===== src/rtl/if_gate_counter.sv =====
module if_gate_counter #(
  parameter int CNT_W = 20
) (
  input  logic             clk,
  input  logic             rst_n,
  input  logic             start,
  input  logic [1:0]       gate_sel,
  input  logic             inhibit,
  input  logic             ms_tick,
  input  logic             if_in,
  output logic [CNT_W-1:0] count,
  output logic             done,
  output logic             overflow
);
  localparam logic [CNT_W-1:0] MAXC = {CNT_W{1'b1}};

  typedef enum logic [1:0] {IDLE, WAIT, GATE, HOLD} st_t;
  st_t        st;
  logic [1:0] sel_q;
  logic [6:0] tcnt, span;
  logic [2:0] sh;
  logic       rise, last;

  assign rise = sh[1] & ~sh[2];
  assign span = (st == WAIT) ? (sel_q[1] ? 7'd8 : 7'd4) :
                (sel_q == 2'd0) ? 7'd4 : (sel_q == 2'd1) ? 7'd8 :
                (sel_q == 2'd2) ? 7'd32 : 7'd64;
  assign last = ms_tick && (tcnt == span - 7'd1);
  assign done = (st == HOLD);

  always_ff @(posedge clk or negedge rst_n)
    if (!rst_n) sh <= '0;
    else        sh <= {sh[1:0], if_in};

  always_ff @(posedge clk or negedge rst_n) begin
    if (!rst_n) begin
      st <= IDLE; sel_q <= '0; tcnt <= '0; count <= '0; overflow <= 1'b0;
    end else if (!start || inhibit) begin
      st <= IDLE; tcnt <= '0; count <= '0; overflow <= 1'b0;
    end else begin
      case (st)
        IDLE: begin
          sel_q <= gate_sel;
          tcnt  <= '0;
          st    <= WAIT;
        end
        WAIT: if (ms_tick) begin
          tcnt <= last ? 7'd0 : tcnt + 7'd1;
          if (last) st <= GATE;
        end
        GATE: begin
          if (rise) begin
            if (count == MAXC) overflow <= 1'b1;
            else               count <= count + 1'b1;
          end
          if (ms_tick) begin
            tcnt <= last ? 7'd0 : tcnt + 7'd1;
            if (last) st <= HOLD;
          end
        end
        default: ;
      endcase
    end
  end


  start_clear_chk: assert property (@(posedge clk) disable iff (!rst_n)
    !start |=> (count == '0 && !done && !overflow));

  inhibit_hold_chk: assert property (@(posedge clk) disable iff (!rst_n)
    inhibit |=> (st == IDLE && count == '0 && !done));

  done_freeze_chk: assert property (@(posedge clk) disable iff (!rst_n)
    (done && start && !inhibit) |=> (done && $stable(count)));

  sat_flag_chk: assert property (@(posedge clk) disable iff (!rst_n)
    overflow |-> count == MAXC);

  gate_only_chk: assert property (@(posedge clk) disable iff (!rst_n)
    (st != GATE && start && !inhibit) |=> $stable(count));
endmodule


===== config.mk =====
export PLATFORM = sky130hd
export DESIGN_NAME = if_gate_counter
export DESIGN_NICKNAME = d
export VERILOG_FILES = /design/src/rtl/if_gate_counter.sv
export SDC_FILE = /design/constraint.sdc
export NUM_CORES = 1
export LEC_CHECK = 0
export BUFFER_PORTS_ARGS = -buffer_cell sky130_fd_sc_hd__buf_2
export CORE_UTILIZATION = 47
export CTS_BUF_LIST = sky130_fd_sc_hd__clkbuf_2 sky130_fd_sc_hd__clkbuf_4 sky130_fd_sc_hd__clkbuf_8
export DETAILED_ROUTE_END_ITERATION = 12
export GPL_ROUTABILITY_DRIVEN = 0
export PLACE_DENSITY = 0.78
export SLEW_MARGIN = 20
export SYNTH_ARGS = -nofsm -noshare
export SYNTH_HDL_FRONTEND = slang
export SYNTH_SLANG_ARGS = --single-unit

===== constraint.sdc =====
create_clock -name clk -period 3.55 [get_ports clk]
set_clock_uncertainty 0.1 [all_clocks]
set_input_delay 0.1775 -clock clk [delete_from_list [all_inputs] [get_ports clk]]
set_output_delay 0.1775 -clock clk [all_outputs]
set_load 0.05 [all_outputs]

==> flow_metrics.py, run 1 <==
metrics = {
    "synthesis": {
        "synth-seq-area-share_pct": 41.64,
        "synth_fp_nets": 237,
        "netlist_instances": 220,
        "synthArstFlopShare_pct": 100.0,
        "synth_edf_count": 0,
        "synth_area_um2": 2103,
        "syn-mean-instance-area_um2": 9.560,
        "ys_seq_elements": 35,
        "ys_warn_count": 0,
        "synth_cell_types": 44,
        "synth_ff_type": "dfrtp_1",
    },
    "die": {
        "placementRows": 23,
        "die_h_um": 68.90,
        "die-area_um2": 4747,
        "die_w_um": 68.90,
        "ios": 30,
        "initial_utilization_pct": 50.75,
        "core_area_um2": 4144,
    },
    "critical_path": {
        "crit_top_cell": "ha_1",
        "cp-end-kind": "flip-flop",
        "worstPathMaxFanout": 11,
        "required_ns": 3.65,
        "start_kind": "flip-flop",
        "cpPeakStageDelay_ns": 0.38,
        "cp.arrival_ns": 3.03,
        "critical_path_class": "reg -> reg",
        "path_cells": "inv_1, ha_1, nand2b_1, nor2_1, a21oi_1, ha_1, ha_1, xnor2_1, nor4_1, o21ai_2, a211o_1, a21oi_1",
        "worst_path_max_delay_cell": "dfrtp_1",
    },
    "sta": {
        "slew_headroom_pct": 40.46,
        "fmax_mhz": 341.2,
        "fin_crit_sh_pct": 82.56,
        "drv_slew": 0,
        "holdWs_ns": 0.02068,
        "setup_viol": 0,
        "grt_setup_unrepaired": "no",
        "fin_crit_ns": 2.931,
        "tightest_slew_ns": 0.8931,
        "setup_tns_ns": 0,
        "hold_viol": 0,
    },
    "clocking": {
        "cts_root_buf": "clkbuf_8",
        "clk_latency_ns": 0.29,
        "cts_setup_buffers": 0,
        "cts_buffers": 5,
        "clockBufferDepth": 2,
        "cts_resized": 0,
        "clk_pin_slew_ns": 0.07,
        "clock-sinks": 35,
        "hold_buffers": 2,
        "tritoncts": "built",
        "htree_levels": 2,
    },
    "layout": {
        "seq_area_um2": 875.8,
        "nets": 269,
        "fillCellCount": 393,
        "mostFrequentLayoutCells": "dfrtp_1, buf_2, nor2_1",
        "layout_commonest_cell": "dfrtp_1",
        "multiInputGateArea_um2": 1156,
        "drive_gt1_share_pct": 21.74,
        "instances_no_fill": 303,
        "area_delta_synth_final_pct": 13.62,
        "num_antenna_cells": 0,
    },
    "drt": {
        "vias": 1741,
        "drt-vias-per-instance": 5.746,
        "wire_per_inst_um": 14.28,
        "routed_wl_um": 4328,
        "drc": 0,
        "drtIter0Drc": 108,
        "drt-pass1-iter-count": 5,
        "final_antenna_net_count": 0,
    },
    "min_path": {
        "hold_path.class": "in -> reg",
    },
    "global_route": {
        "grt_pass1_wl_um": 7265,
        "grt_pass1_vias": 1574,
        "grt_overflow_total": 0,
        "grt_max_degree": 36,
        "grt_use_total_pct": 21.32,
        "antenna_found_initial": 0,
    },
    "run": {
        "cap_violations": 0,
    },
    "placement": {
        "hpwl_um": 2988,
        "dp_cells": 293,
        "portBuffers": 29,
    },
    "pwr": {
        "p_switching_uw": 217.0,
        "power-per-cell-area_nw_per_um2": 351.4,
        "p_comb_share_pct": 15.2,
        "power.total_uw": 839.9,
        "clkPwrFrac_pct": 35.1,
        "leakage_uw": 0.001045,
        "ir_drop_mv": 0.2212,
        "p_seq_share_pct": 49.7,
        "intPower_uw": 622.8,
        "switching_share_pct": 25.84,
    },
    "status": {
        "status": "completed",
    },
}
==> final cells by class <==
class	count	area share [%]
clock inverter	1	0.2094
inverter	7	1.099
multi-input combinational	170	48.38
clock buffer	7	3.508
sequential	35	36.65
timing repair buffer	33	7.539
tap	50	2.618
==> worst max-delay path: cells and delay by family (launching register included) <==
| kind | cells | cell delay [ns] |
|---|---|---|
| buffers and inverters | 1 | 0.09 |
| flip-flops | 1 | 0.38 |
| XOR/XNOR | 1 | 0.13 |
| AO/OA/AOI/OAI | 4 | 0.74 |
| adder cells (fa/ha/maj) | 3 | 0.77 |
| AND/OR/NAND/NOR | 3 | 0.64 |
==> through the flow <==
stage | setup slack [ns] | instance area, µm² | util, %
floorplan | 0.9214 | 2103 | -
global placement | 0.7922 | 2281 | 55.04
detailed placement | 0.6413 | 2281 | 55.04
CTS | 0.6199 | 2390 | 57.67
global route | 0.3546 | 2390 | 57.67
finish | 0.6192 | 2390 | 57.67
==> flip-flops by register name, indices dropped and copies added, names as in the netlist <==
| signal | flops |
|---|---|
| st | 2 |
| sh | 3 |
| sel_q | 2 |
| count | 20 |
| tcnt | 7 |
| overflow | 1 |
==> per-layer routing <==
metal  global-route usage [%]  share of wire [%]  up-vias
met4                    10.71                1.5        0
met3                    7.895                3.1        6
met2                    30.46                 45       34
li1                         -                  -      849
met5                        0                  0        -
met1                    27.93                 51      852
==> cell families after synthesis <==
family / synth area share [%]
adders and majority gates: 5.354
buffers and inverters: 3.391
DFF: 41.64
muxes: 3.450
and+or+nand+nor: 23.20
AOI/OAI and AO/OA: 13.98
xor gates and xnor gates: 8.983
==> cells in the mapped netlist (all sizes together), types with 5 or more instances <==
| library cell | n | area share [%] |
|---|---|---|
| dfrtp | 35 | 42 |
| nand4 | 6 | 1.8 |
| o21ai | 7 | 1.8 |
| a2111oi | 5 | 3.9 |
| a31oi | 7 | 2.1 |
| clkbuf | 5 | 0.89 |
| inv | 7 | 1.2 |
| nor2 | 27 | 4.8 |
| xnor2 | 17 | 7.1 |
| mux2i | 5 | 2.4 |
| a21oi | 9 | 2.1 |
| nand2 | 22 | 3.9 |
| ha | 9 | 5.4 |
| nand3 | 9 | 2.4 |
==> path summary, 6_finish.rpt <==
kind | start | end | slack (ns) | cells past startpoint
max in group asynchronous | rst_n | sel_q[1]$_DFFE_PN0P_ | 2.45 | 2
worst max register to register | st[1]$_DFFE_PN0P_ | st[0]$_DFFE_PN0P_ | 0.62 | 12
worst max-delay path | st[1]$_DFFE_PN0P_ | st[0]$_DFFE_PN0P_ | 0.62 | 12
min in group asynchronous | rst_n | count[1]$_DFFE_PN0P_ | 0.41 | 2
worst min-delay path | gate_sel[0] | sel_q[0]$_DFFE_PN0P_ | 0.02 | 2
worst min register to register | sh[0]$_DFF_PN0_ | sh[1]$_DFF_PN0_ | 0.26 | 0
==> power by group through the flow <==
stage,Combinational (µW),Sequential (µW),Clock (µW)
finish,127,418,295
global route,145,419,330
global placement,123,424,0
CTS,129,418,305
detailed placement,126,425,0
floorplan,96.8,422,0
No activity file was read; power rests on OpenSTA's default activity.
==> inputs of run 2 (changes only) <==
- clock period: 3.55 -> 2.7 ns (I/O delays scaled with it)
==> flow_metrics.py, run 2 (synthesis gave the netlist of run 1 again) <==
metrics = {
    "sta": {
        "fin_crit_ns": 2.583,
        "fin_crit_sh_pct": 95.65,
        "slew_headroom_pct": 37.07,
        "hold_viol": 0,
        "drv_slew": 0,
        "fmax_mhz": 387.2,
        "setup_tns_ns": 0,
        "tightest_slew_ns": 0.9439,
        "setup_viol": 0,
        "fin_ws_ns": 0.1175,
    },
    "layout": {
        "instances_no_fill": 315,
        "largestRegisters": "count: 20 flops, tcnt: 7 flops, sh: 3 flops",
        "mostFrequentLayoutCells": "dfrtp_1, buf_2, nor2_1",
        "regMostFlops": "count",
        "nets": 281,
        "drive_gt1_share_pct": 28.68,
        "fillCellCount": 347,
        "largest_register_ffs": 20,
        "layout_commonest_cell": "dfrtp_1",
        "area_delta_synth_final_pct": 24.57,
        "design_area_um2": 2620,
        "num_antenna_cells": 0,
        "seq_area_um2": 875.8,
        "multiInputGateArea_um2": 1240,
    },
    "placement": {
        "dp_cells": 299,
        "portBuffers": 29,
        "hpwl_um": 3161,
        "pre_cts_ws_ns": -0.06080,
        "dpl_cell_area_um2": 2326,
    },
    "global_route": {
        "grt_max_degree": 36,
        "grt_use_total_pct": 21.96,
        "grt_pass1_wl_um": 7603,
        "antenna_found_initial": 0,
        "grt_overflow_total": 0,
        "grt_pass1_vias": 1644,
    },
    "critical_path": {
        "worst_path_max_delay_cell": "dfrtp_1",
        "path_cells": "ha_4, nand2b_4, nor2_1, a21oi_1, ha_2, ha_4, xnor2_2, nor4_4, o21ai_4, a211o_1, a21oi_2",
        "start_kind": "flip-flop",
        "cp_top_family": "adder cells",
        "crit_buf_inv": 0,
        "worstPathMaxFanout": 6,
        "cpPeakStageDelay_ns": 0.43,
        "critical_path_class": "reg -> reg",
        "cp-end-kind": "flip-flop",
        "ff2ff_setup_slack_ns": 0.12,
        "required_ns": 2.81,
        "cp.arrival_ns": 2.69,
        "crit_top_cell": "ha_4",
    },
    "run": {
        "cap_violations": 0,
    },
    "clocking": {
        "clockBufferDepth": 2,
        "clk_latency_ns": 0.30,
        "clock-sinks": 35,
        "htree_levels": 2,
        "tritoncts": "built",
        "cts_root_buf": "clkbuf_8",
        "clk_pin_slew_ns": 0.07,
        "cts_buffers": 5,
    },
    "min_path": {
        "hold_path.class": "in -> reg",
    },
    "pwr": {
        "power.total_uw": 1380,
        "ir_drop_mv": 0.3399,
        "power-per-cell-area_nw_per_um2": 526.7,
        "leakage_uw": 0.001141,
    },
    "status": {
        "status": "completed",
    },
    "die": {
        "core_area_um2": 4144,
        "die_w_um": 68.90,
        "placementRows": 23,
        "initial_utilization_pct": 50.75,
        "ios": 30,
        "die_h_um": 68.90,
        "die-area_um2": 4747,
    },
    "drt": {
        "final_antenna_net_count": 0,
        "drt-pass1-iter-count": 4,
        "vias": 1807,
        "routed_wl_um": 4892,
        "drc": 0,
        "drt-vias-per-instance": 5.737,
        "wire_per_inst_um": 15.53,
        "drtIter0Drc": 165,
    },
}
-- run 2: changes by cell type in the layout (fill, tap and decap cells not counted), sizes merged --
cell	previous run	this run
clkinv	1	0
buf	31	41
bufinv	0	2
dlygate4sd3	2	4
clkbuf	7	6
-- run 2: power by group --
group	switching [µW]	total [µW]	leakage [µW]	internal (µW)
registers	16.5	552	0.000477	535
logic	126	247	0.000595	121
clock network	202	581	0.0000688	379
total	345	1380	0.00114	1040
-- run 2: through the flow --
stage / util [%] / hold WS (ns)
floorplan: - / -0.2606
global placement: 56.13 / 0.1446
detailed placement: 56.13 / 0.1463
CTS: 60.75 / 0.05821
global route: 63.22 / 0.07484
finish: 63.22 / 0.06977
-- run 2: layout make-up --
cell class,count,share of cell area (%)
multi-input combinational,170,47.33
timing repair buffer,45,10.65
tap,50,2.388
inverter,7,1.003
sequential,35,33.43
clock inverter,2,2.292
clock buffer,6,2.913
-- run 2: repair_timing --
action / in CTS / in global routing
resized for setup: 0 / 16
endpoints found under the setup margin: 3 / 7
setup buffers: 2 / 2
pin swaps: 1 / 4
hold buffers: 4 / 0
hold endpoints to repair: 38 / 0
-- run 2: metal layers --
metal,vias up,share of wire (%),GRT usage [%]
met5,-,0,0
li1,872,-,-
met1,870,48,30.21
met3,14,4.4,5.592
met4,0,2.3,8.418
met2,51,46,32.77
-- run 2: worst paths after layout --
path / from / end / cells past startpoint
worst min-delay path: ms_tick / tcnt[0]$_DFFE_PN0P_ / 3
worst min register to register: sh[0]$_DFF_PN0_ / sh[1]$_DFF_PN0_ / 0
max in group asynchronous: rst_n / count[15]$_DFFE_PN0P_ / 2
worst max-delay path: st[0]$_DFFE_PN0P_ / st[0]$_DFFE_PN0P_ / 11
worst max register to register: st[0]$_DFFE_PN0P_ / st[0]$_DFFE_PN0P_ / 11
min in group asynchronous: rst_n / tcnt[2]$_DFFE_PN0P_ / 2
-- run 2: worst min-delay path: cells and delay by family --
| kind | cells | cell delay [ns] |
|---|---|---|
| AO/OA/AOI/OAI | 1 | 0.06 |
| AND/OR/NAND/NOR | 1 | 0.09 |
| buffers and inverters | 1 | 0.13 |
